===== config.mk =====
export PLATFORM = sky130hd
export DESIGN_NAME = uart_rx_tagged
export DESIGN_NICKNAME = d
export VERILOG_FILES = /design/src/rtl/rxq_pkg.sv /design/src/rtl/rxq_sync.sv /design/src/rtl/rxq_deframer.sv /design/src/rtl/rxq_fifo.sv /design/src/rtl/rxq_idle_timer.sv /design/src/rtl/uart_rx_tagged.sv
export SDC_FILE = /design/constraint.sdc
export NUM_CORES = 1
export LEC_CHECK = 0
export ABC_AREA = 1
export CAP_MARGIN = 20
export CORE_MARGIN = 5
export CORE_UTILIZATION = 37
export CTS_CLUSTER_DIAMETER = 40
export DETAILED_ROUTE_END_ITERATION = 12
export PLACE_DENSITY = 0.53
export RECOVER_POWER = 50
export SYNTH_ARGS = -nofsm -noshare
export SYNTH_HDL_FRONTEND = slang
export SYNTH_HIERARCHICAL = 1
export SYNTH_SLANG_ARGS = --single-unit

===== constraint.sdc =====
create_clock -name clk_i -period 3.8 [get_ports clk_i]
set_clock_uncertainty 0.15 [all_clocks]
set_input_delay 0.76 -clock clk_i [delete_from_list [all_inputs] [get_ports clk_i]]
set_output_delay 0.76 -clock clk_i [all_outputs]
set_load 0.05 [all_outputs]

===== src/rtl/rxq_pkg.sv =====
package rxq_pkg;
  localparam int DATA_W = 8;
  localparam int WORD_W = DATA_W + 3;
  localparam int TMO_W  = 5;

  typedef struct packed {
    logic              brk;
    logic              perr;
    logic              ferr;
    logic [DATA_W-1:0] data;
  } rxq_entry_t;

  typedef enum logic [2:0] {
    ST_IDLE,
    ST_START,
    ST_DATA,
    ST_PAR,
    ST_STOP,
    ST_WAIT_HIGH
  } rxq_state_t;
endpackage


===== src/rtl/rxq_sync.sv =====
module rxq_sync #(
  parameter int STAGES = 2
) (
  input  logic clk_i,
  input  logic rst_ni,
  input  logic async_i,
  output logic sync_o
);
  logic [STAGES-1:0] chain_q;

  always_ff @(posedge clk_i or negedge rst_ni) begin
    if (!rst_ni) chain_q <= '1;
    else         chain_q <= {chain_q[STAGES-2:0], async_i};
  end

  assign sync_o = chain_q[STAGES-1];
endmodule


===== src/rtl/rxq_deframer.sv =====
module rxq_deframer import rxq_pkg::*; #(
  parameter int OS_RATE = 16
) (
  input  logic       clk_i,
  input  logic       rst_ni,
  input  logic       enable_i,
  input  logic       tick_i,
  input  logic       line_i,
  input  logic       par_en_i,
  input  logic       par_even_i,
  output logic       frame_valid_o,
  output rxq_entry_t frame_o,
  output logic       busy_o
);
  localparam int CNT_W = $clog2(OS_RATE);
  localparam int IDX_W = $clog2(DATA_W);
  localparam logic [CNT_W-1:0] CNT_LAST = CNT_W'(OS_RATE - 1);
  localparam logic [CNT_W-1:0] CNT_HALF = CNT_W'(OS_RATE / 2 - 1);
  localparam logic [IDX_W-1:0] IDX_LAST = IDX_W'(DATA_W - 1);

  rxq_state_t        state_q;
  logic [CNT_W-1:0]  cnt_q;
  logic [IDX_W-1:0]  idx_q;
  logic [DATA_W-1:0] shift_q;
  logic              par_q;

  // Frame classification at the stop sample.
  logic brk_c, perr_c, ferr_c;
  always_comb begin
    ferr_c = ~line_i;
    brk_c  = ~line_i && (shift_q == '0) && (!par_en_i || !par_q);
    perr_c = par_en_i && !brk_c && ((^{shift_q, par_q}) ^ ~par_even_i);
  end

  always_ff @(posedge clk_i or negedge rst_ni) begin
    if (!rst_ni) begin
      state_q       <= ST_IDLE;
      cnt_q         <= '0;
      idx_q         <= '0;
      shift_q       <= '0;
      par_q         <= 1'b0;
      frame_valid_o <= 1'b0;
      frame_o       <= '0;
    end else begin
      frame_valid_o <= 1'b0;
      if (!enable_i) begin
        state_q <= ST_IDLE;
        cnt_q   <= '0;
      end else if (tick_i) begin
        unique case (state_q)
          ST_IDLE: begin
            if (!line_i) begin
              state_q <= ST_START;
              cnt_q   <= '0;
            end
          end
          ST_START: begin
            if (cnt_q == CNT_HALF) begin
              cnt_q   <= '0;
              idx_q   <= '0;
              par_q   <= 1'b0;
              state_q <= line_i ? ST_IDLE : ST_DATA;
            end else begin
              cnt_q <= cnt_q + 1'b1;
            end
          end
          ST_DATA: begin
            if (cnt_q == CNT_LAST) begin
              cnt_q   <= '0;
              shift_q <= {line_i, shift_q[DATA_W-1:1]};
              if (idx_q == IDX_LAST) state_q <= par_en_i ? ST_PAR : ST_STOP;
              else                   idx_q   <= idx_q + 1'b1;
            end else begin
              cnt_q <= cnt_q + 1'b1;
            end
          end
          ST_PAR: begin
            if (cnt_q == CNT_LAST) begin
              cnt_q   <= '0;
              par_q   <= line_i;
              state_q <= ST_STOP;
            end else begin
              cnt_q <= cnt_q + 1'b1;
            end
          end
          ST_STOP: begin
            if (cnt_q == CNT_LAST) begin
              cnt_q         <= '0;
              frame_valid_o <= 1'b1;
              frame_o.data  <= brk_c ? '0 : shift_q;
              frame_o.ferr  <= ferr_c;
              frame_o.perr  <= perr_c;
              frame_o.brk   <= brk_c;
              state_q       <= line_i ? ST_IDLE : ST_WAIT_HIGH;
            end else begin
              cnt_q <= cnt_q + 1'b1;
            end
          end
          ST_WAIT_HIGH: begin
            if (line_i) state_q <= ST_IDLE;
          end
          default: state_q <= ST_IDLE;
        endcase
      end
    end
  end

  assign busy_o = (state_q != ST_IDLE);
endmodule


===== src/rtl/rxq_fifo.sv =====
module rxq_fifo #(
  parameter int DEPTH = 16,
  parameter int W     = 11,
  localparam int AW   = $clog2(DEPTH)
) (
  input  logic         clk_i,
  input  logic         rst_ni,
  input  logic         clear_i,
  input  logic         push_i,
  input  logic [W-1:0] push_data_i,
  input  logic         pop_i,
  output logic [W-1:0] head_o,
  output logic         full_o,
  output logic [AW:0]  count_o
);
  logic [W-1:0] mem_q [DEPTH];
  logic [AW:0]  wp_q, rp_q;
  logic         do_push, do_pop;

  assign count_o = wp_q - rp_q;
  assign full_o  = (count_o == (AW+1)'(DEPTH));
  assign do_push = push_i && !full_o && !clear_i;
  assign do_pop  = pop_i && (count_o != '0) && !clear_i;
  assign head_o  = mem_q[rp_q[AW-1:0]];

  always_ff @(posedge clk_i) begin
    if (do_push) mem_q[wp_q[AW-1:0]] <= push_data_i;
  end

  always_ff @(posedge clk_i or negedge rst_ni) begin
    if (!rst_ni) begin
      wp_q <= '0;
      rp_q <= '0;
    end else if (clear_i) begin
      wp_q <= '0;
      rp_q <= '0;
    end else begin
      if (do_push) wp_q <= wp_q + 1'b1;
      if (do_pop)  rp_q <= rp_q + 1'b1;
    end
  end
endmodule


===== src/rtl/rxq_idle_timer.sv =====
module rxq_idle_timer #(
  parameter int CHAR_TICKS = 160,
  parameter int TMO_W      = 5
) (
  input  logic             clk_i,
  input  logic             rst_ni,
  input  logic             tick_i,
  input  logic             restart_i,
  input  logic             armed_i,
  input  logic [TMO_W-1:0] limit_i,
  output logic             expired_o
);
  localparam int TW = $clog2(CHAR_TICKS);
  localparam logic [TW-1:0]    TICK_LAST = TW'(CHAR_TICKS - 1);
  localparam logic [TMO_W-1:0] CHAR_MAX  = '1;

  logic [TW-1:0]    tick_q;
  logic [TMO_W-1:0] chars_q;

  always_ff @(posedge clk_i or negedge rst_ni) begin
    if (!rst_ni) begin
      tick_q  <= '0;
      chars_q <= '0;
    end else if (restart_i || !armed_i) begin
      tick_q  <= '0;
      chars_q <= '0;
    end else if (tick_i) begin
      if (tick_q == TICK_LAST) begin
        tick_q <= '0;
        if (chars_q != CHAR_MAX) chars_q <= chars_q + 1'b1;
      end else begin
        tick_q <= tick_q + 1'b1;
      end
    end
  end

  assign expired_o = (limit_i != '0) && (chars_q >= limit_i);
endmodule


===== src/rtl/uart_rx_tagged.sv =====
module uart_rx_tagged import rxq_pkg::*; #(
  parameter int FIFO_DEPTH  = 16,
  parameter int OS_RATE     = 16,
  parameter int CHAR_BITS   = 10,
  parameter int SYNC_STAGES = 2
) (
  input  logic              clk_i,
  input  logic              rst_ni,
  input  logic              rx_line_i,
  input  logic              os_tick_i,
  input  logic              rx_enable_i,
  input  logic              par_enable_i,
  input  logic              par_even_i,
  input  logic [TMO_W-1:0]  idle_limit_i,
  input  logic              fifo_clear_i,
  output logic              rd_valid_o,
  input  logic              rd_ready_i,
  output logic [WORD_W-1:0] rd_word_o,
  output logic              not_empty_o,
  output logic              overrun_o,
  output logic              timeout_o
);
  localparam int AW = $clog2(FIFO_DEPTH);

  logic          line_s;
  logic          frame_v;
  rxq_entry_t    frame_w;
  logic          busy_w;
  logic          full_w;
  logic [AW:0]   fill_w;
  logic          pop_w;
  logic          expired_w;
  logic          overrun_q;

  rxq_sync #(.STAGES(SYNC_STAGES)) u_sync (
    .clk_i   (clk_i),
    .rst_ni  (rst_ni),
    .async_i (rx_line_i),
    .sync_o  (line_s)
  );

  rxq_deframer #(.OS_RATE(OS_RATE)) u_deframer (
    .clk_i         (clk_i),
    .rst_ni        (rst_ni),
    .enable_i      (rx_enable_i),
    .tick_i        (os_tick_i),
    .line_i        (line_s),
    .par_en_i      (par_enable_i),
    .par_even_i    (par_even_i),
    .frame_valid_o (frame_v),
    .frame_o       (frame_w),
    .busy_o        (busy_w)
  );

  rxq_fifo #(.DEPTH(FIFO_DEPTH), .W(WORD_W)) u_fifo (
    .clk_i       (clk_i),
    .rst_ni      (rst_ni),
    .clear_i     (fifo_clear_i),
    .push_i      (frame_v),
    .push_data_i (frame_w),
    .pop_i       (pop_w),
    .head_o      (rd_word_o),
    .full_o      (full_w),
    .count_o     (fill_w)
  );

  assign not_empty_o = (fill_w != '0);
  assign rd_valid_o  = not_empty_o;
  assign pop_w       = rd_valid_o && rd_ready_i && !fifo_clear_i;

  rxq_idle_timer #(.CHAR_TICKS(OS_RATE * CHAR_BITS), .TMO_W(TMO_W)) u_timer (
    .clk_i     (clk_i),
    .rst_ni    (rst_ni),
    .tick_i    (os_tick_i),
    .restart_i (frame_v || pop_w || fifo_clear_i),
    .armed_i   (not_empty_o && !busy_w),
    .limit_i   (idle_limit_i),
    .expired_o (expired_w)
  );

  assign timeout_o = expired_w && not_empty_o;

  always_ff @(posedge clk_i or negedge rst_ni) begin
    if (!rst_ni)                overrun_q <= 1'b0;
    else if (fifo_clear_i)      overrun_q <= 1'b0;
    else if (frame_v && full_w) overrun_q <= 1'b1;
  end

  assign overrun_o = overrun_q;
endmodule


==> results of run 1 <==
[power by group through the flow]
stage,registers (mW),logic (mW),clock network (mW)
6_report,2.76,0.226,3.22
5_1_grt,2.76,0.264,3.43
4_1_cts,2.76,0.231,3.30
3_5_place_dp,2.81,0.230,0
3_3_place_gp,2.81,0.230,0
2_1_floorplan,2.80,0.158,0
[how the worst min path moves through the flow]
stage	depth (start not counted)	slack, ns	endpoint	startpoint
2_1_floorplan	0	0.20	u_sync/chain_q[1]$_DFF_PN1_	u_sync/chain_q[0]$_DFF_PN1_
3_3_place_gp	0	0.20	u_sync/chain_q[1]$_DFF_PN1_	u_sync/chain_q[0]$_DFF_PN1_
6_report	0	0.20	u_sync/chain_q[1]$_DFF_PN1_	u_sync/chain_q[0]$_DFF_PN1_
4_1_cts	1	0.20	u_deframer/cnt_q[2]$_DFFE_PN0P_	rst_ni
3_5_place_dp	0	0.20	u_sync/chain_q[1]$_DFF_PN1_	u_sync/chain_q[0]$_DFF_PN1_
5_1_grt	0	0.21	u_sync/chain_q[1]$_DFF_PN1_	u_sync/chain_q[0]$_DFF_PN1_
[logic make-up after synthesis]
| family | Yosys count | share of synthesized area, % |
|---|---|---|
| flops | 233 | 62.8 |
| buf+inv | 122 | 4.97 |
| compound gates | 191 | 10.8 |
| simple gates | 418 | 17.7 |
| fa+ha+maj | 21 | 2.53 |
| xor+xnor | 13 | 1.14 |
[final cells by class]
cell class	count	area, µm²
fill	2690	15900
sequential	233	6720
multi-input combinational	643	3440
clock buffer	38	930
timing repair buffer	56	596
tap	384	480
inverter	77	289
clock inverter	29	277
[layer usage]
metal  wire [µm]  vias to the layer above
met1       11500                     3507
met3         815                       37
li1            -                     3610
met4         420                        0
met2       11400                      116
met5           0                        -
[critical path, delay by kind of cell (launching register included)]
kind	cells	cell delay, ns
flip-flops	1	0.43
AND/OR/NAND/NOR	7	0.71
adder cells (fa/ha/maj)	2	0.56
buffers and inverters	4	0.39
[registers in the layout (all words and copies together) (netlist names)]
signal / flops
u_deframer/state_q: 3
u_sync/chain_q: 2
u_deframer/idx_q: 3
u_deframer/frame_o: 11
overrun_o: 1
u_timer/tick_q: 8
u_fifo/wp_q: 5
u_deframer/par_q: 1
u_timer/chars_q: 5
u_fifo/mem_q: 176
u_deframer/cnt_q: 4
u_fifo/rp_q: 5
u_deframer/shift_q: 8
u_deframer/frame_valid_o: 1
[layout by cell type, fill, tap and decap left out, drive strengths merged, types with 15 or more instances in the layout]
master / Yosys / final
ha: 20 / 20
nand3: 57 / 57
nand2: 173 / 173
buf: 17 / 41
clkbuf: 28 / 40
o21ai: 123 / 123
inv: 77 / 83
edfxtp: 176 / 176
o221ai: 26 / 26
o211ai: 20 / 20
clkinv: 0 / 15
nor2: 157 / 157
dfrtp: 55 / 55
nand4: 21 / 21
==> impl_metrics.yaml, run 1 <==
synth:
  synth_edf_count: 176
  syn_inst: 998
  synth.top_cell.area_share_pct: 49.5
  yosysSeqAreaShare_pct: 62.8
  synth_warnings: 6
  post-synth-top-count-cell: "edfxtp_1"
  synthFlopType: "edfxtp_1"
  syn_area_per_cell_um2: 10.7
  synth.largest_area_cell: "edfxtp_1"
  syn-num-nets: 1033
  synth.distinct_cells: 46
  synth_seq_cells: 233
  syn-cell-area_um2: 10700
  async_reset_ff_share_pct: 24.5
  ys_top_cells_by_count: "edfxtp_1, nand2_1, nor2_1"
  ys_top_cells_by_area: "edfxtp_1, dfrtp_1, nand2_1, o21ai_0, nor2_1"
timing:
  period_minus_slack_ns: 3.49
  final.period_utilization_pct: 91.9
  hold-worst-slack_ns: 0.204
  hold_violations: 0
  fmax_mhz: 286
  finalSetupViolCount: 0
  fin_ws_ns: 0.307
  rsz0062_at_grt: "no"
  slew_violations: 35
  setup_tns_ns: 0
  worst_slew_pin_slew_ns: 1.88
  relSlewSlack_pct: -25.5
setup_path:
  crit_arrival_ns: 2.58
  r2r_setup_slack_ns: 0.79
  timing.critical_path.to: "timeout_o"
  crit_path_max_fanout: 5
  rr_startpoint: "u_fifo/wp_q[0]$_DFFE_PN0P_"
  worst_ep_required_time_ns: 2.89
  path_cells: "inv_2 > ha_1 > inv_1 > fa_2 > nand3_2 > nand2_1 > nand2_1 > nand2_2 > nor2_1 > nand3_2 > nand2_1 > inv_1 > buf_4"
  end_kind: "output port"
  reg2reg_depth: 9
  crit_slowest_cell: "dfrtp_1"
  path_class: "flop to output port"
  critPathLaunch: "u_fifo/wp_q[0]$_DFFE_PN0P_"
  r2r-end: "u_fifo/mem_q[15][3]$_DFFE_PP_"
  critPathMaxStageDelay_ns: 0.43
  crit_top_cell: "nand2_1"
  critPathLaunchType: "flop"
power_and_ir_drop:
  p_leak_nw: 5.25
  swShare_pct: 22.2
  p_seq_share_pct: 44.5
  ir_worst_vdd_v: 0.000437
  clkPwrFrac_pct: 51.9
  power_mw: 6.20
  p_sw_mw: 1.38
  combPwrFrac_pct: 3.6
  powerDensity_nw_per_um2: 487
  intPower_mw: 4.83
clock_tree:
  path_clk_slew_ns: 0.05
  clock_latency_ns: 0.50
  cts_tree: "done"
  cts_resized: 0
  ctsHoldBuffers: 0
  cts_setup_buffers: 0
  root_buffer: "clkbuf_16"
  numCtsBuffers: 37
  clock-sinks: 233
  cts.htree.levels: 2
  clock_path_buffers: 3
die:
  placement_rows: 62
  die_h_um: 180
  io_pins: 29
  dieArea_um2: 32400
  core_um2: 28600
  start_util_pct: 37.3
  die_w_um: 180
routing:
  vias_per_cell: 4.98
  ant_nets: 0
  drtIter0Drc: 514
  drc: 0
  wl_um: 24100
  drtPass1Iterations: 4
  num_vias: 7270
  wl_per_cell_um: 16.5
global_route:
  use_met2_pct: 24.6
  grtUsageMet1_pct: 20.6
  antenna_found_initial: 0
  grt_util_all_layers_pct: 14.9
  busiest_layer: "met2"
  use_met3_pct: 2.45
  grt_max_degree: 58
  grt_pass1_vias: 7153
  grt_pass1_wl_um: 39300
  grt-ovfl-total: 0
finish:
  syn2layout_area_growth_pct: 19.2
  fin_util_pct: 44.5
  diodes: 0
  instances_no_fill: 1460
  nets: 1083
  postLayoutCellArea_um2: 12700
  drive_gt1_share_pct: 14.8
status:
  violations: "max-capacitance violations, max-slew violations"
  outcome: "finished with violations"
job:
  cap_violations: 1
placement:
  gp_congestion: 0.785
  pre_cts_slack_ns: 0.514
  placed_area_um2: 11500
  hpwl_um: 15200
  place_inst: 1393
  io_buffers: 28
hold_path:
  hp-class: "flop to flop"
(Power assumes the default switching activity.)
==> inputs of run 2 (changes only) <==
==> constraint.sdc (replaced) <==
create_clock -name clk_i -period 3.8 [get_ports clk_i]
set_clock_uncertainty 0.15 [all_clocks]
set_input_delay 0.38 -clock clk_i [delete_from_list [all_inputs] [get_ports clk_i]]
set_output_delay 0.38 -clock clk_i [all_outputs]
set_load 0.05 [all_outputs]
==> run 2 against run 1 <==
The run now ends clean. Combinational power about the same. Setup slack improved by 0.17 ns. First-iteration DRC count down 24%. Via count up 1.0%. Wire length up 6.4%. Sequential power barely moved. Register-to-register slack worse by 0.13 ns. Clock-buffer cell count rose by 1. Utilization fell by 0.057 points. Maximum frequency rose by 5.2%. Die area stayed put. Cell count fell by 0.48%. Critical endpoint is now rd_word_o[0]. Largest power group unchanged.
==> impl_metrics.yaml, run 2 (synthesis gave the netlist of run 1 again) <==
status:
  outcome: "finished, final reports clean"
routing:
  num_vias: 7346
  vias_per_cell: 5.06
  drtIter0Drc: 393
  ant_nets: 0
  drc: 0
  wl_um: 25600
  drtPass1Iterations: 5
  wl_per_cell_um: 17.6
timing:
  final.period_utilization_pct: 87.4
  period_minus_slack_ns: 3.32
  hold_violations: 0
  slew_violations: 0
  worst_slew_pin_slew_ns: 1.48
  setup_tns_ns: 0
  finalSetupViolCount: 0
  fmax_mhz: 301
  relSlewSlack_pct: 1.50
  rsz0062_at_grt: "no"
job:
  cap_violations: 0
setup_path:
  critPathLaunchType: "flop"
  crit_path_max_fanout: 92
  end_kind: "output port"
  worst_ep_required_time_ns: 3.27
  r2r_setup_slack_ns: 0.66
  path_class: "flop to output port"
  crit_arrival_ns: 2.79
die:
  die_w_um: 180
  core_um2: 28600
  start_util_pct: 37.3
  placement_rows: 62
  dieArea_um2: 32400
  io_pins: 29
  die_h_um: 180
power_and_ir_drop:
  ir_worst_vdd_v: 0.000363
  p_leak_nw: 5.22
  powerDensity_nw_per_um2: 501
clock_tree:
  clock_path_buffers: 3
  clock-sinks: 233
  cts.htree.levels: 2
  numCtsBuffers: 38
  clock_latency_ns: 0.52
  cts_tree: "done"
  cts_setup_buffers: 0
  root_buffer: "clkbuf_16"
  path_clk_slew_ns: 0.06
  cts_resized: 0
global_route:
  antenna_found_initial: 1
  grt_pass1_wl_um: 41000
  grt-ovfl-total: 0
  grt_pass1_vias: 7443
  grt_max_degree: 93
  grt_util_all_layers_pct: 15.8
finish:
  drive_gt1_share_pct: 14.2
  final_common_cell: "edfxtp_1"
  largest_reg_flops: 176
  syn2layout_area_growth_pct: 19.0
  final_cell_mix: "edfxtp_1, nand2_1, nor2_1"
  diodes: 0
  nets: 1074
  postLayoutCellArea_um2: 12700
hold_path:
  hp-class: "flop to flop"
placement:
  io_buffers: 28
  hpwl_um: 16300
  gp_congestion: 0.785
  placed_area_um2: 11400
-- run 2: changes by cell type in the layout (fill, tap and decap cells not counted), moves of 2 or more --
cell	previous run	this run
buf_4	29	19
clkinv_1	7	2
clkinv_8	0	3
clkinv_4	4	6
inv_8	4	2
nor2_1	139	141
-- run 2: area by class of cell --
| type | instances | area [µm²] |
|---|---|---|
| clock buffers | 39 | 955 |
| clock inverters | 31 | 337 |
| fillers | 2663 | 15900 |
| inverters | 77 | 289 |
| multi-input cells | 643 | 3430 |
| flip-flops and latches | 233 | 6720 |
| well taps | 384 | 480 |
| repair buffers | 46 | 512 |
-- run 2: per-layer routing --
| layer | GRT usage [%] | up-vias | routed length [µm] |
|---|---|---|---|
| met2 | 25.9 | 173 | 12300 |
| met5 | 0 | - | 13 |
| met1 | 21.1 | 3522 | 11500 |
| met4 | 5.30 | 2 | 705 |
| met3 | 2.95 | 58 | 1150 |
| li1 | - | 3591 | - |
-- run 2: what timing repair did --
item                                    CTS  global route
endpoints found under the setup margin    0             0
hold endpoints to repair                 25             0
hold buffers                              1             0
-- run 2: worst max-delay path: stages, from the launching register on --
cell and delay, ns:
dfrtp_2 0.38, buf_4 0.66, o21ai_0 0.24, o22ai_1 0.37
o211ai_1 0.19, nand2_1 0.15, buf_12 0.15
-- run 2: power by group --
group	internal, mW	total, mW	leakage [nW]	switching (mW)
Clock	2.05	3.38	0.616	1.34
Sequential	2.73	2.76	2.62	0.0271
Combinational	0.0714	0.227	1.99	0.155
-- run 2: final timing paths --
| check | to | depth (start not counted) | startpoint |
|---|---|---|---|
| min in group asynchronous | u_deframer/frame_o[0]$_DFFE_PN0P_ | 2 | rst_ni |
| worst max-delay path | rd_word_o[0] | 6 | u_fifo/rp_q[0]$_DFFE_PN0P_ |
| worst max register to register | u_fifo/mem_q[4][6]$_DFFE_PP_ | 11 | u_fifo/wp_q[0]$_DFFE_PN0P_ |
| max in group asynchronous | u_fifo/rp_q[0]$_DFFE_PN0P_ | 3 | rst_ni |
| worst min register to register | u_sync/chain_q[1]$_DFF_PN1_ | 0 | u_sync/chain_q[0]$_DFF_PN1_ |
| worst min-delay path | u_sync/chain_q[1]$_DFF_PN1_ | 0 | u_sync/chain_q[0]$_DFF_PN1_ |
-- run 2: metrics by stage --
| stage | hold WS, ns | power, mW | std cells | utilization, % | setup WS (ns) |
|---|---|---|---|---|---|
| global placement | 0.197 | 3.04 | 1382 | 39.9 | 0.670 |
| floorplan | -0.0656 | 2.96 | 998 | - | 0.668 |
| global route | 0.206 | 6.61 | 1453 | 44.4 | 0.289 |
| finish | 0.198 | 6.37 | 1453 | 44.4 | 0.479 |
| CTS | 0.108 | 6.46 | 1453 | 44.5 | 0.441 |
| detailed placement | 0.197 | 3.05 | 1382 | 39.9 | 0.611 |
